$ cat src/rtl/stat_pkg.sv
package stat_pkg;
  typedef enum logic [1:0] {
    ACC_NONE  = 2'd0,
    ACC_LATCH = 2'd1,
    ACC_LIVE  = 2'd2,
    ACC_EN    = 2'd3
  } acc_e;

  typedef struct packed {
    acc_e       kind;
    logic [7:0] idx;
  } dec_t;
endpackage

$ cat src/rtl/stat_decode.sv
module stat_decode
  import stat_pkg::*;
#(
  parameter int NREG = 3,
  parameter int AW   = 3
) (
  input  logic [AW-1:0] addr_i,
  output dec_t          dec_o
);
  always_comb begin
    int a;
    a = int'(addr_i);
    dec_o.kind = ACC_NONE;
    dec_o.idx  = '0;
    if (a < NREG) begin
      dec_o.kind = ACC_LATCH;
      dec_o.idx  = 8'(a);
    end else if (a == NREG) begin
      dec_o.kind = ACC_LIVE;
    end else if (a <= 2*NREG) begin
      dec_o.kind = ACC_EN;
      dec_o.idx  = 8'(a - NREG - 1);
    end
  end
endmodule

$ cat src/rtl/stat_latch_reg.sv
module stat_latch_reg #(
  parameter int W = 8
) (
  input  logic         clk,
  input  logic         rst_n,
  input  logic [W-1:0] src_i,
  input  logic         mask_wr_i,
  input  logic [W-1:0] mask_i,
  input  logic         rd_i,
  output logic [W-1:0] latch_o,
  output logic [W-1:0] snap_o
);
  logic [W-1:0] sel_q;
  logic [W-1:0] clr;

  // a read clears only bits that were selected and reported as set
  assign clr = rd_i ? (sel_q & snap_o) : '0;

  always_ff @(posedge clk or negedge rst_n) begin
    if (!rst_n) begin
      latch_o <= '0;
      snap_o  <= '0;
      sel_q   <= '0;
    end else begin
      latch_o <= src_i | (latch_o & ~clr);
      if (mask_wr_i) begin
        snap_o <= (mask_i & latch_o) | (~mask_i & snap_o);
        sel_q  <= mask_i;
      end else if (rd_i) begin
        sel_q <= '0;
      end
    end
  end
endmodule

$ cat src/rtl/stat_bank.sv
module stat_bank
  import stat_pkg::*;
#(
  parameter int W    = 8,
  parameter int NREG = 3,
  localparam int NADDR = 2*NREG + 1,
  localparam int AW    = $clog2(NADDR)
) (
  input  logic            clk,
  input  logic            rst_n,
  input  logic [AW-1:0]   addr_i,
  input  logic            wr_i,
  input  logic            rd_i,
  input  logic [W-1:0]    wdata_i,
  output logic [W-1:0]    rdata_o,
  input  logic [NREG*W-1:0] sts_in,
  input  logic [W-1:0]    sync_in,
  output logic            irq_o
);
  dec_t         dec;
  logic [W-1:0] latch_q [NREG];
  logic [W-1:0] snap_q  [NREG];
  logic [W-1:0] en_q    [NREG];
  logic [NREG*W-1:0] latch_all, snap_all, en_all;
  logic [W-1:0] rd_mux;

  stat_decode #(.NREG(NREG), .AW(AW)) u_dec (
    .addr_i (addr_i),
    .dec_o  (dec)
  );

  for (genvar k = 0; k < NREG; k++) begin : g_reg
    logic hit_latch, hit_en;
    assign hit_latch = (dec.kind == ACC_LATCH) && (dec.idx == 8'(k));
    assign hit_en    = (dec.kind == ACC_EN)    && (dec.idx == 8'(k));

    stat_latch_reg #(.W(W)) u_lat (
      .clk       (clk),
      .rst_n     (rst_n),
      .src_i     (sts_in[k*W +: W]),
      .mask_wr_i (wr_i && hit_latch),
      .mask_i    (wdata_i),
      .rd_i      (rd_i && hit_latch),
      .latch_o   (latch_q[k]),
      .snap_o    (snap_q[k])
    );

    always_ff @(posedge clk or negedge rst_n) begin
      if (!rst_n)               en_q[k] <= '0;
      else if (wr_i && hit_en)  en_q[k] <= wdata_i;
    end

    assign latch_all[k*W +: W] = latch_q[k];
    assign snap_all[k*W +: W]  = snap_q[k];
    assign en_all[k*W +: W]    = en_q[k];
  end

  always_comb begin
    rd_mux = '0;
    case (dec.kind)
      ACC_LIVE:  rd_mux = sync_in;
      ACC_LATCH: for (int k = 0; k < NREG; k++)
                   if (dec.idx == 8'(k)) rd_mux = snap_q[k];
      ACC_EN:    for (int k = 0; k < NREG; k++)
                   if (dec.idx == 8'(k)) rd_mux = en_q[k];
      default:   rd_mux = '0;
    endcase
  end

  always_ff @(posedge clk or negedge rst_n) begin
    if (!rst_n)     rdata_o <= '0;
    else if (rd_i)  rdata_o <= rd_mux;
  end

  assign irq_o = |(latch_all & en_all);
endmodule

$ cat config.mk
export PLATFORM = sky130hd
export DESIGN_NAME = stat_bank
export DESIGN_NICKNAME = d
export VERILOG_FILES = /design/src/rtl/stat_pkg.sv /design/src/rtl/stat_decode.sv /design/src/rtl/stat_latch_reg.sv /design/src/rtl/stat_bank.sv
export SDC_FILE = /design/constraint.sdc
export NUM_CORES = 1
export LEC_CHECK = 0
export ABC_AREA = 1
export CAP_MARGIN = 20
export CORE_ASPECT_RATIO = 1.25
export CORE_MARGIN = 4
export CORE_UTILIZATION = 43
export DETAILED_ROUTE_END_ITERATION = 10
export DONT_BUFFER_PORTS = 1
export GPL_TIMING_DRIVEN = 0
export PLACE_DENSITY = 0.59
export SLEW_MARGIN = 20
export SYNTH_ARGS = -nofsm -noshare
export SYNTH_HDL_FRONTEND = slang
export SYNTH_HIERARCHICAL = 1
export SYNTH_SLANG_ARGS = --single-unit
$ cat constraint.sdc
create_clock -name clk -period 0.9 [get_ports clk]
set_clock_uncertainty 0.05 [all_clocks]
set_input_delay 0.09 -clock clk [delete_from_list [all_inputs] [get_ports clk]]
set_output_delay 0.09 -clock clk [all_outputs]
set_load 0.005 [all_outputs]
==> impl_metrics.json, run 1 <==
{
  "dieArea_um2": 14300,
  "start_kind": "input port",
  "grt_max_degree": 105,
  "yosysMostFrequentCell": "nand2_1",
  "clock_latency_ns": 0.35,
  "first_pass_iters": 5,
  "fmax_ghz": 0.552,
  "ir_worst_vdd_mv": 0.957,
  "routed_via_density": 5.19,
  "syn_nets": 723,
  "min_path_type": "input port to asynchronous set/reset pin",
  "critical_path_class": "input port to flop",
  "critical-path-slowest-cell": "ha_4",
  "ctsHtreeMaxLevel": 3,
  "syn_avg_cell_area_um2": 7.99,
  "cts_max_path_buffers": 2,
  "synth_top_area_cell": "dfrtp_1",
  "violations": "hold timing, setup timing",
  "start_util_pct": 43.9,
  "drv_slew": 0,
  "worst_slack_ns": -0.913,
  "synth_edf_count": 0,
  "syn2layout_area_growth_pct": 39.0,
  "clkSinkCount": 104,
  "initialDrtViolationCount": 349,
  "synth_commonest_cells": "nand2_1 (291), dfrtp_1 (104), nand3_1 (79)",
  "wl_per_cell_um": 17.5,
  "drt.antenna.violating_nets": 0,
  "nNetsFinal": 813,
  "track_usage_pct": 23.0,
  "period_share_pct": 201,
  "io_pins": 56,
  "place_area_um2": 5880,
  "fin_area_um2": 7420,
  "ctsHoldBuffers": 41,
  "postSynth.asyncResetShare_pct": 100,
  "wirelength_mm": 16.2,
  "critPathRequiredTime_ns": 1.08,
  "hold_viol": 140,
  "grt_pass1_vias": 4727,
  "layout-drive-gt1-share_pct": 29.4,
  "netlist_instances": 668,
  "synth_flop_cell": "dfrtp_1",
  "crit_family": "simple AND/OR/NAND/NOR gates",
  "antenna_found_initial": 0,
  "dp_hpwl_mm": 10.9,
  "max_cap_viol_count": 0,
  "place_ws_ns": -1.52,
  "cts_root_buf": "clkbuf_16",
  "coreArea_um2": 12200,
  "synth_top_area_share_pct": 48.7,
  "tightest_slew_ns": 0.561,
  "yosys_register_bits": 104,
  "yosysUniqueCellTypes": 31,
  "overflow": 0,
  "p_leak_nw": 3.75,
  "die_h_um": 133,
  "gp_congestion": 0.920,
  "clk_pin_slew_ns": 0.07,
  "yosysWarnings": 6,
  "cts_tree": "done",
  "ys_top_cells_by_area": "dfrtp_1 (49%), nand2_1 (20%), nand3_1 (7.4%), inv_1 (4.5%), ha_1 (1.9%)",
  "rows": 45,
  "portBuffers": 0,
  "layout_min_cycle_time_ns": 1.81,
  "critPathArrivalTime_ns": 2.00,
  "antenna_cells": 0,
  "drc": 0,
  "cp_num_buf_inv": 6,
  "cp_max_fo": 8,
  "finish.utilization_pct": 61.0,
  "rsz0062_at_grt": "yes",
  "power_density_nw_per_um2": 1750,
  "vias": 4811,
  "syn_area_um2": 5340,
  "die_x_um": 108,
  "synth-seq-area-share_pct": 48.7,
  "crit_chain": "ha_4 -> inv_4 -> ha_4 -> nand3_4 -> inv_2 -> nand2_2 -> nand2_2 -> nor2_4 -> inv_2 -> nand2_4 -> nor3_4 -> inv_2 -> nor3_4 -> buf_6 -> buf_12 -> nand2_4 -> nand2_2 -> nand2_1",
  "cpPeakStageDelay_ns": 0.28,
  "numCtsBuffers": 9,
  "hold_slack_ns": -0.614,
  "crit_path_end_kind": "flop",
  "status": "finished, violations left",
  "setup_violations": 105,
  "grt_pass1_wl_mm": 25.2,
  "slew_headroom_pct": 62.5
}
layer usage:
| metal | vias up | routed length, um | global-route usage [%] | share of wire (%) |
|---|---|---|---|---|
| met5 | - | 0 | 0 | 0 |
| met4 | 0 | 348 | 6.67 | 2.1 |
| met3 | 28 | 1020 | 5.22 | 6.3 |
| met2 | 144 | 8210 | 38.2 | 51 |
| met1 | 2355 | 6630 | 30.0 | 41 |
| li1 | 2284 | - | - | - |
cell type report:
| class | count | area, um^2 |
|---|---|---|
| flip-flops and latches | 104 | 2600 |
| fillers | 1076 | 4740 |
| multi-input cells | 475 | 2870 |
| inverters | 66 | 260 |
| clock inverters | 5 | 32.5 |
| plain buffers | 23 | 287 |
| well taps | 164 | 205 |
| repair buffers | 79 | 923 |
| clock buffers | 11 | 243 |
power by group:
part / switching [W] / internal [W]
Combinational: 0.00145 / 0.00125
Sequential: 0.000980 / 0.00560
Clock: 0.00175 / 0.00195
Total: 0.00418 / 0.00880
metrics by stage:
stage | instances | total power, W | TNS, ns
2_1_floorplan | 668 | 0.00799 | -105.91
3_3_place_gp | 832 | 0.00858 | -132.34
3_5_place_dp | 832 | 0.00870 | -135.76
4_1_cts | 915 | 0.0127 | -88.09
5_1_grt | 927 | 0.0137 | -94.21
6_report | 927 | 0.0130 | -84.62
repair_timing:
action                                 4_1_cts  5_1_grt
cloned                                       5        4
pin swaps                                   12       31
endpoints found under the hold margin      208      140
setup endpoints to repair                  107      113
resized for setup                           51       71
setup buffers                               21        8
cells by family (layout without fill, tap and decap cells):
group	count (synthesis)	in the layout	synth area share (%)
DFF	104	104	48.7
xor gates and xnor gates	1	1	0.164
AOI/OAI and AO/OA	44	44	4.92
buffers and inverters	89	184	8.90
and+or+nand+nor	422	422	35.4
adders and majority gates	8	8	1.87
cells in the final DEF (no fill, tap or decap), types with 4 or more instances in the layout:
cell,n
o21ai_2,8
nand3_1,45
o21ai_0,9
buf_6,27
inv_1,58
nor2_1,4
nand2_2,40
nor2_8,5
inv_2,4
buf_4,14
nor3_4,5
nor2_4,8
nand3_2,40
a21oi_1,15
nand4_1,5
dfrtp_1,104
ha_1,4
nand2_1,242
nand2_4,19
dlygate4sd3_1,41
buf_12,9
clkbuf_16,12
o21ai_1,8
buf_8,5
worst paths after layout:
| path | from | end | slack [ns] | depth (start not counted) |
|---|---|---|---|---|
| worst min-delay path | rst_n | g_reg[1].u_lat/latch_o[5] | -0.61 | 0 |
| worst max-delay path | addr_i[1] | flop | -0.91 | 18 |
| worst min register to register | g_reg[2].u_lat/sel_q[1] | g_reg[2].u_lat/sel_q[1] | 0.43 | 2 |
| max in group asynchronous | rst_n | asynchronous set/reset pin | 1.24 | 0 |
| min in group clk | wdata_i[1] | g_reg[0].u_lat/sel_q[1] | -0.19 | 2 |
| worst max register to register | en_all[9] | rdata_o[1] | -0.26 | 7 |
No activity file was read; power rests on OpenSTA's default activity.
==> run 2: changes to the inputs <==
--- a/config.mk
+++ b/config.mk
@@ -10,6 +10,7 @@
 export CORE_ASPECT_RATIO = 1.25
 export CORE_MARGIN = 4
 export CORE_UTILIZATION = 43
+export CTS_BUF_LIST = sky130_fd_sc_hd__clkbuf_2
 export DETAILED_ROUTE_END_ITERATION = 10
 export DONT_BUFFER_PORTS = 1
 export GPL_TIMING_DRIVEN = 0
==> run 2 against run 1 <==
The flow still finishes with violations (hold timing, setup timing). Sequential power increased by 3%. Routed wire length increased by 2.8%. Flip-flop and latch count unchanged. Register-to-register slack got worse by 0.05 ns. First-iteration DRC count decreased by 12%. Combinational power increased by 20%. Clock-buffer cell count decreased by 1. Global-route usage increased by 0.67 points. Design area increased by 5.6%. Setup slack improved by 0.020 ns. Cell count increased by 0.65%. Non-clock buffer count increased by 6. Highest routed layer is now met5.
==> impl_metrics.json, run 2 (synthesis results as in run 1) <==
{
  "dp_hpwl_mm": 10.9,
  "pwr-share-seq_pct": 56.6,
  "switching_share_pct": 37.5,
  "final_cell_mix": "nand2_1 (186), dfrtp_1 (104), nand2_2 (82)",
  "fmax_ghz": 0.558,
  "grt_max_degree": 105,
  "nNetsFinal": 819,
  "setup_violations": 113,
  "layout_min_cycle_time_ns": 1.79,
  "initialDrtViolationCount": 308,
  "worst_slack_ns": -0.893,
  "ir_worst_vdd_mv": 1.05,
  "power_frac_comb_pct": 27.1,
  "wl_per_cell_um": 17.9,
  "grt_pass1_wl_mm": 26.0,
  "cts_root_buf": "clkbuf_2",
  "antenna_cells": 0,
  "final_common_cell": "nand2_1",
  "tightest_slew_ns": 0.714,
  "portBuffers": 0,
  "use_met1_pct": 30.0,
  "cts_tree": "done",
  "grt_pass1_vias": 4980,
  "routed_via_density": 5.20,
  "globalRouteMet2Util_pct": 40.2,
  "p_switching_w": 0.00446,
  "ctsHoldBuffers": 41,
  "p_leak_nw": 3.98,
  "dieArea_um2": 14300,
  "ctsHtreeMaxLevel": 3,
  "drt.antenna.violating_nets": 0,
  "die_x_um": 108,
  "overflow": 0,
  "finish.utilization_pct": 64.5,
  "start_util_pct": 43.9,
  "cts_max_path_buffers": 2,
  "critPathArrivalTime_ns": 1.65,
  "syn2layout_area_growth_pct": 46.8,
  "clkPwrFrac_pct": 16.2,
  "p_int_w": 0.00745,
  "critPathRequiredTime_ns": 0.76,
  "wirelength_mm": 16.7,
  "clkSinkCount": 104,
  "rows": 45,
  "antenna_found_initial": 2,
  "status": "finished, violations left",
  "grtUsageMet3_pct": 4.39,
  "rsz0062_at_grt": "yes",
  "grt.busiest_layer": "met2",
  "max_cap_viol_count": 0,
  "drv_slew": 0,
  "die_h_um": 133,
  "hold_viol": 104,
  "numCtsBuffers": 9,
  "first_pass_iters": 4,
  "track_usage_pct": 23.7,
  "crit_path_end_kind": "output pin",
  "violations": "hold timing, setup timing",
  "clock_latency_ns": 0.57,
  "gp_congestion": 0.920,
  "hold_slack_ns": -0.901,
  "period_share_pct": 199,
  "clk_pin_slew_ns": 0.28,
  "critical_path_class": "flop to output pin",
  "power_density_nw_per_um2": 1520,
  "coreArea_um2": 12200,
  "vias": 4851,
  "start_kind": "flop",
  "min_path_type": "input port to asynchronous set/reset pin",
  "layout-drive-gt1-share_pct": 43.4,
  "io_pins": 56,
  "cp_max_fo": 3,
  "drc": 0,
  "slew_headroom_pct": 52.2
}
[run 2: cell count changes in the layout (fill, tap and decap cells not counted), sizes merged]
cell,delta
buf,+9
clkbuf,-4
clkinv,+1
[run 2: critical path: stages, from the launching register on]
cell	delay, ns
dfrtp_1	0.51
nand2_2	0.11
nand2_2	0.06
a221oi_4	0.19
nand4_1	0.20
[run 2: power by group through the flow]
| stage | logic, W | registers (W) | clock network [W] |
|---|---|---|---|
| after floorplan | 0.00171 | 0.00628 | 0 |
| after global placement | 0.00203 | 0.00655 | 0 |
| after detailed placement | 0.00209 | 0.00661 | 0 |
| after CTS | 0.00285 | 0.00661 | 0.00200 |
| after global routing | 0.00357 | 0.00685 | 0.00215 |
| final | 0.00323 | 0.00675 | 0.00193 |
[run 2: metal layers]
layer	up-vias	wire length, um	part of all wire [%]
li1	2302	-	-
met2	130	8630	52
met4	4	423	2.5
met3	36	978	5.9
met1	2379	6620	40
met5	-	14	0.084
[run 2: cell type report]
type                       instances  area (um^2)
buffer                            23          299
clock buffer                      10         50.0
clock inverter                     6         36.3
fill                            1032         4320
inverter                          66          268
multi-input combinational        475         3380
sequential                       104         2600
tap                              164          205
timing repair buffer              85          997
[run 2: final timing paths]
path	from	end	slack, ns	depth (start not counted)
worst max-delay path	en_all[13]	irq_o	-0.89	4
worst min-delay path	rst_n	g_reg[1].u_lat/sel_q[5]	-0.90	0
worst max register to register	flop	rdata_o[6]	-0.31	7
worst min register to register	g_reg[1].u_lat/sel_q[1]	g_reg[1].u_lat/sel_q[1]	0.49	2
max in group asynchronous	rst_n	rdata_o[1]	1.50	0
min in group clk	sts_in[1]	g_reg[0].u_lat/latch_o[1]	0.08	3
[run 2: repair_timing]
item / in CTS / in global routing
resized for setup: 158 / 130
endpoints found under the setup margin: 113 / 113
cloned: 13 / 0
hold endpoints to repair: 208 / 104
buffers inserted: 27 / 12
pin swaps: 47 / 72
[run 2: stage by stage]
step / std cells / total power (W) / setup WS [ns] / TNS [ns] / instance area [um^2]
after global placement: 832 / 0.00858 / -1.51 / -132.34 / 5880
final: 933 / 0.0119 / -0.893 / -70.95 / 7840
after CTS: 929 / 0.0115 / -0.930 / -63.20 / 7410
after floorplan: 668 / 0.00799 / -1.18 / -105.91 / 5670
after detailed placement: 832 / 0.00870 / -1.52 / -135.76 / 5880
after global routing: 933 / 0.0126 / -1.01 / -75.43 / 7840
==> run 3: changes to the inputs <==
--- a/config.mk
+++ b/config.mk
@@ -9,12 +9,12 @@
 export CAP_MARGIN = 20
 export CORE_ASPECT_RATIO = 1.25
 export CORE_MARGIN = 4
-export CORE_UTILIZATION = 43
+export CORE_UTILIZATION = 60
 export CTS_BUF_LIST = sky130_fd_sc_hd__clkbuf_2
 export DETAILED_ROUTE_END_ITERATION = 10
 export DONT_BUFFER_PORTS = 1
 export GPL_TIMING_DRIVEN = 0
-export PLACE_DENSITY = 0.59
+export PLACE_DENSITY = 0.78
 export SLEW_MARGIN = 20
 export SYNTH_ARGS = -nofsm -noshare
 export SYNTH_HDL_FRONTEND = slang
==> run 3 against run 2 <==
The flow still finishes with violations (hold timing, setup timing). Flip-flop and latch count is the same. Register-to-register slack got worse by 0.03 ns. Routed wire length up 13%. Hold slack worse by 0.045 ns. Fmax hardly changed. Via count increased by 11%. Combinational power grew 8.7%. Die area is 27% lower. Sequential share of layout area hardly changed. Critical path type unchanged. Largest cell class unchanged. Highest routed layer unchanged.
==> impl_metrics.json, run 3 (synthesis results as in run 1) <==
{
  "layout-drive-gt1-share_pct": 42.7,
  "fin_area_um2": 7840,
  "hold_viol": 104,
  "numCtsBuffers": 9,
  "critPathRequiredTime_ns": 0.76,
  "rsz0062_at_grt": "yes",
  "track_usage_pct": 33.5,
  "crit_path_end_kind": "output pin",
  "r2r_end": "rdata_o[6]",
  "worst_slack_ns": -0.892,
  "coreArea_um2": 8700,
  "hold_slack_ns": -0.947,
  "clkPwrFrac_pct": 16.7,
  "critical_path_class": "flop to output pin",
  "final_cell_mix": "nand2_1 (192), dfrtp_1 (104), nand2_2 (74)",
  "dieArea_um2": 10500,
  "vias": 5379,
  "routed_via_density": 6.00,
  "wirelength_mm": 18.8,
  "syn2layout_area_growth_pct": 46.9,
  "gp_congestion": 0.947,
  "place_area_um2": 5820,
  "p_switching_w": 0.00484,
  "slew_headroom_pct": 51.3,
  "clock_latency_ns": 0.62,
  "p_total_w": 0.0124,
  "nNetsFinal": 825,
  "tightest_slew_ns": 0.730,
  "pwr-share-seq_pct": 54.9,
  "drc": 0,
  "ctsHtreeMaxLevel": 3,
  "io_pins": 56,
  "cp_max_fo": 3,
  "cts_tree": "done",
  "finish.utilization_pct": 90.1,
  "fmax_ghz": 0.558,
  "fill_cells": 373,
  "p_int_w": 0.00751,
  "portBuffers": 0,
  "p_leak_nw": 4.02,
  "critPathArrivalTime_ns": 1.65,
  "reg2regPathDepth": 7,
  "start_util_pct": 61.4,
  "cpPeakStageDelay_ns": 0.51,
  "drt.antenna.violating_nets": 0,
  "layout_min_cycle_time_ns": 1.79,
  "ir_worst_vdd_mv": 1.50,
  "antenna_found_initial": 3,
  "crit_chain": "nand2_1 -> nand4_1 -> nor2_2 -> nand4_1",
  "cts_max_path_buffers": 2,
  "setup_violations": 113,
  "clk_pin_slew_ns": 0.32,
  "initialDrtViolationCount": 558,
  "ctsHoldBuffers": 41,
  "grt_max_degree": 105,
  "dp_hpwl_mm": 10.3,
  "cts_root_buf": "clkbuf_2",
  "drv_slew": 0,
  "switching_share_pct": 39.2,
  "power_frac_comb_pct": 28.4,
  "violations": "hold timing, setup timing",
  "die_x_um": 92.4,
  "die_h_um": 113,
  "final_common_cell": "nand2_1",
  "crit_top_cell": "nand4_1",
  "critical-path-slowest-cell": "dfrtp_1",
  "grt_pass1_wl_mm": 26.8,
  "min_path_type": "input port to asynchronous set/reset pin",
  "wl_per_cell_um": 20.9,
  "clkSinkCount": 104,
  "first_pass_iters": 7,
  "start_kind": "flop",
  "overflow": 0,
  "r2r_setup_slack_ns": -0.34,
  "power_density_nw_per_um2": 1570,
  "period_share_pct": 199,
  "rows": 38,
  "tns_ns": -67.45,
  "status": "finished, violations left",
  "grt_pass1_vias": 5194,
  "max_cap_viol_count": 0,
  "place_ws_ns": -1.45
}
run 3: how the worst max path moves through the flow:
stage               slack (ns)  depth (start not counted)                 startpoint     to
floorplan                -1.18                         19                  addr_i[1]   flop
global placement         -1.42                         19                  addr_i[1]   flop
detailed placement       -1.45                         19                  addr_i[1]   flop
CTS                      -0.84                          4  g_reg[2].u_lat/latch_o[3]  irq_o
global route             -0.97                          4                 en_all[18]  irq_o
finish                   -0.89                          4                 en_all[22]  irq_o
run 3: power by group through the flow:
stage	Combinational [W]	Clock (W)	Sequential [W]
5_1_grt	0.00377	0.00224	0.00684
3_3_place_gp	0.00204	0	0.00653
4_1_cts	0.00287	0.00206	0.00655
3_5_place_dp	0.00212	0	0.00659
6_report	0.00351	0.00206	0.00678
2_1_floorplan	0.00171	0	0.00628
run 3: critical path, delay by kind of cell, from the launching register on:
kind / cells / cell delay [ns]
flip-flops: 1 / 0.51
AND/OR/NAND/NOR: 4 / 0.53
run 3: metrics by stage:
stage / hold slack (ns) / cells
floorplan: -0.256 / 668
global placement: -0.252 / 788
detailed placement: -0.251 / 788
CTS: -0.942 / 887
global route: -0.986 / 897
finish: -0.947 / 897
run 3: final cells by class:
class / instances / area, um^2 / share of cell area [%]
flip-flops and latches: 104 / 2600 / 33.2
multi-input cells: 475 / 3390 / 43.2
repair buffers: 91 / 1020 / 13.0
inverters: 66 / 268 / 3.41
clock buffers: 11 / 55.1 / 0.702
plain buffers: 23 / 320 / 4.08
well taps: 120 / 150 / 1.91
diodes: 2 / 5.00 / 0.0638
clock inverters: 5 / 40.0 / 0.510
run 3: what timing repair did:
action                     in CTS  in global routing
hold endpoints to repair      208                104
buffers inserted               31                 17
pin swaps                      64                 55
cloned                         12                  0
setup endpoints to repair     113                113
gates resized for setup       151                129
run 3: layer usage:
metal	share of wire, %	up-vias	track usage, %	wire length (um)
met2	50	365	56.8	9360
li1	-	2314	-	-
met4	6.8	2	19.1	1270
met3	8.6	106	7.52	1610
met5	0.048	-	0	9
met1	35	2592	39.1	6530
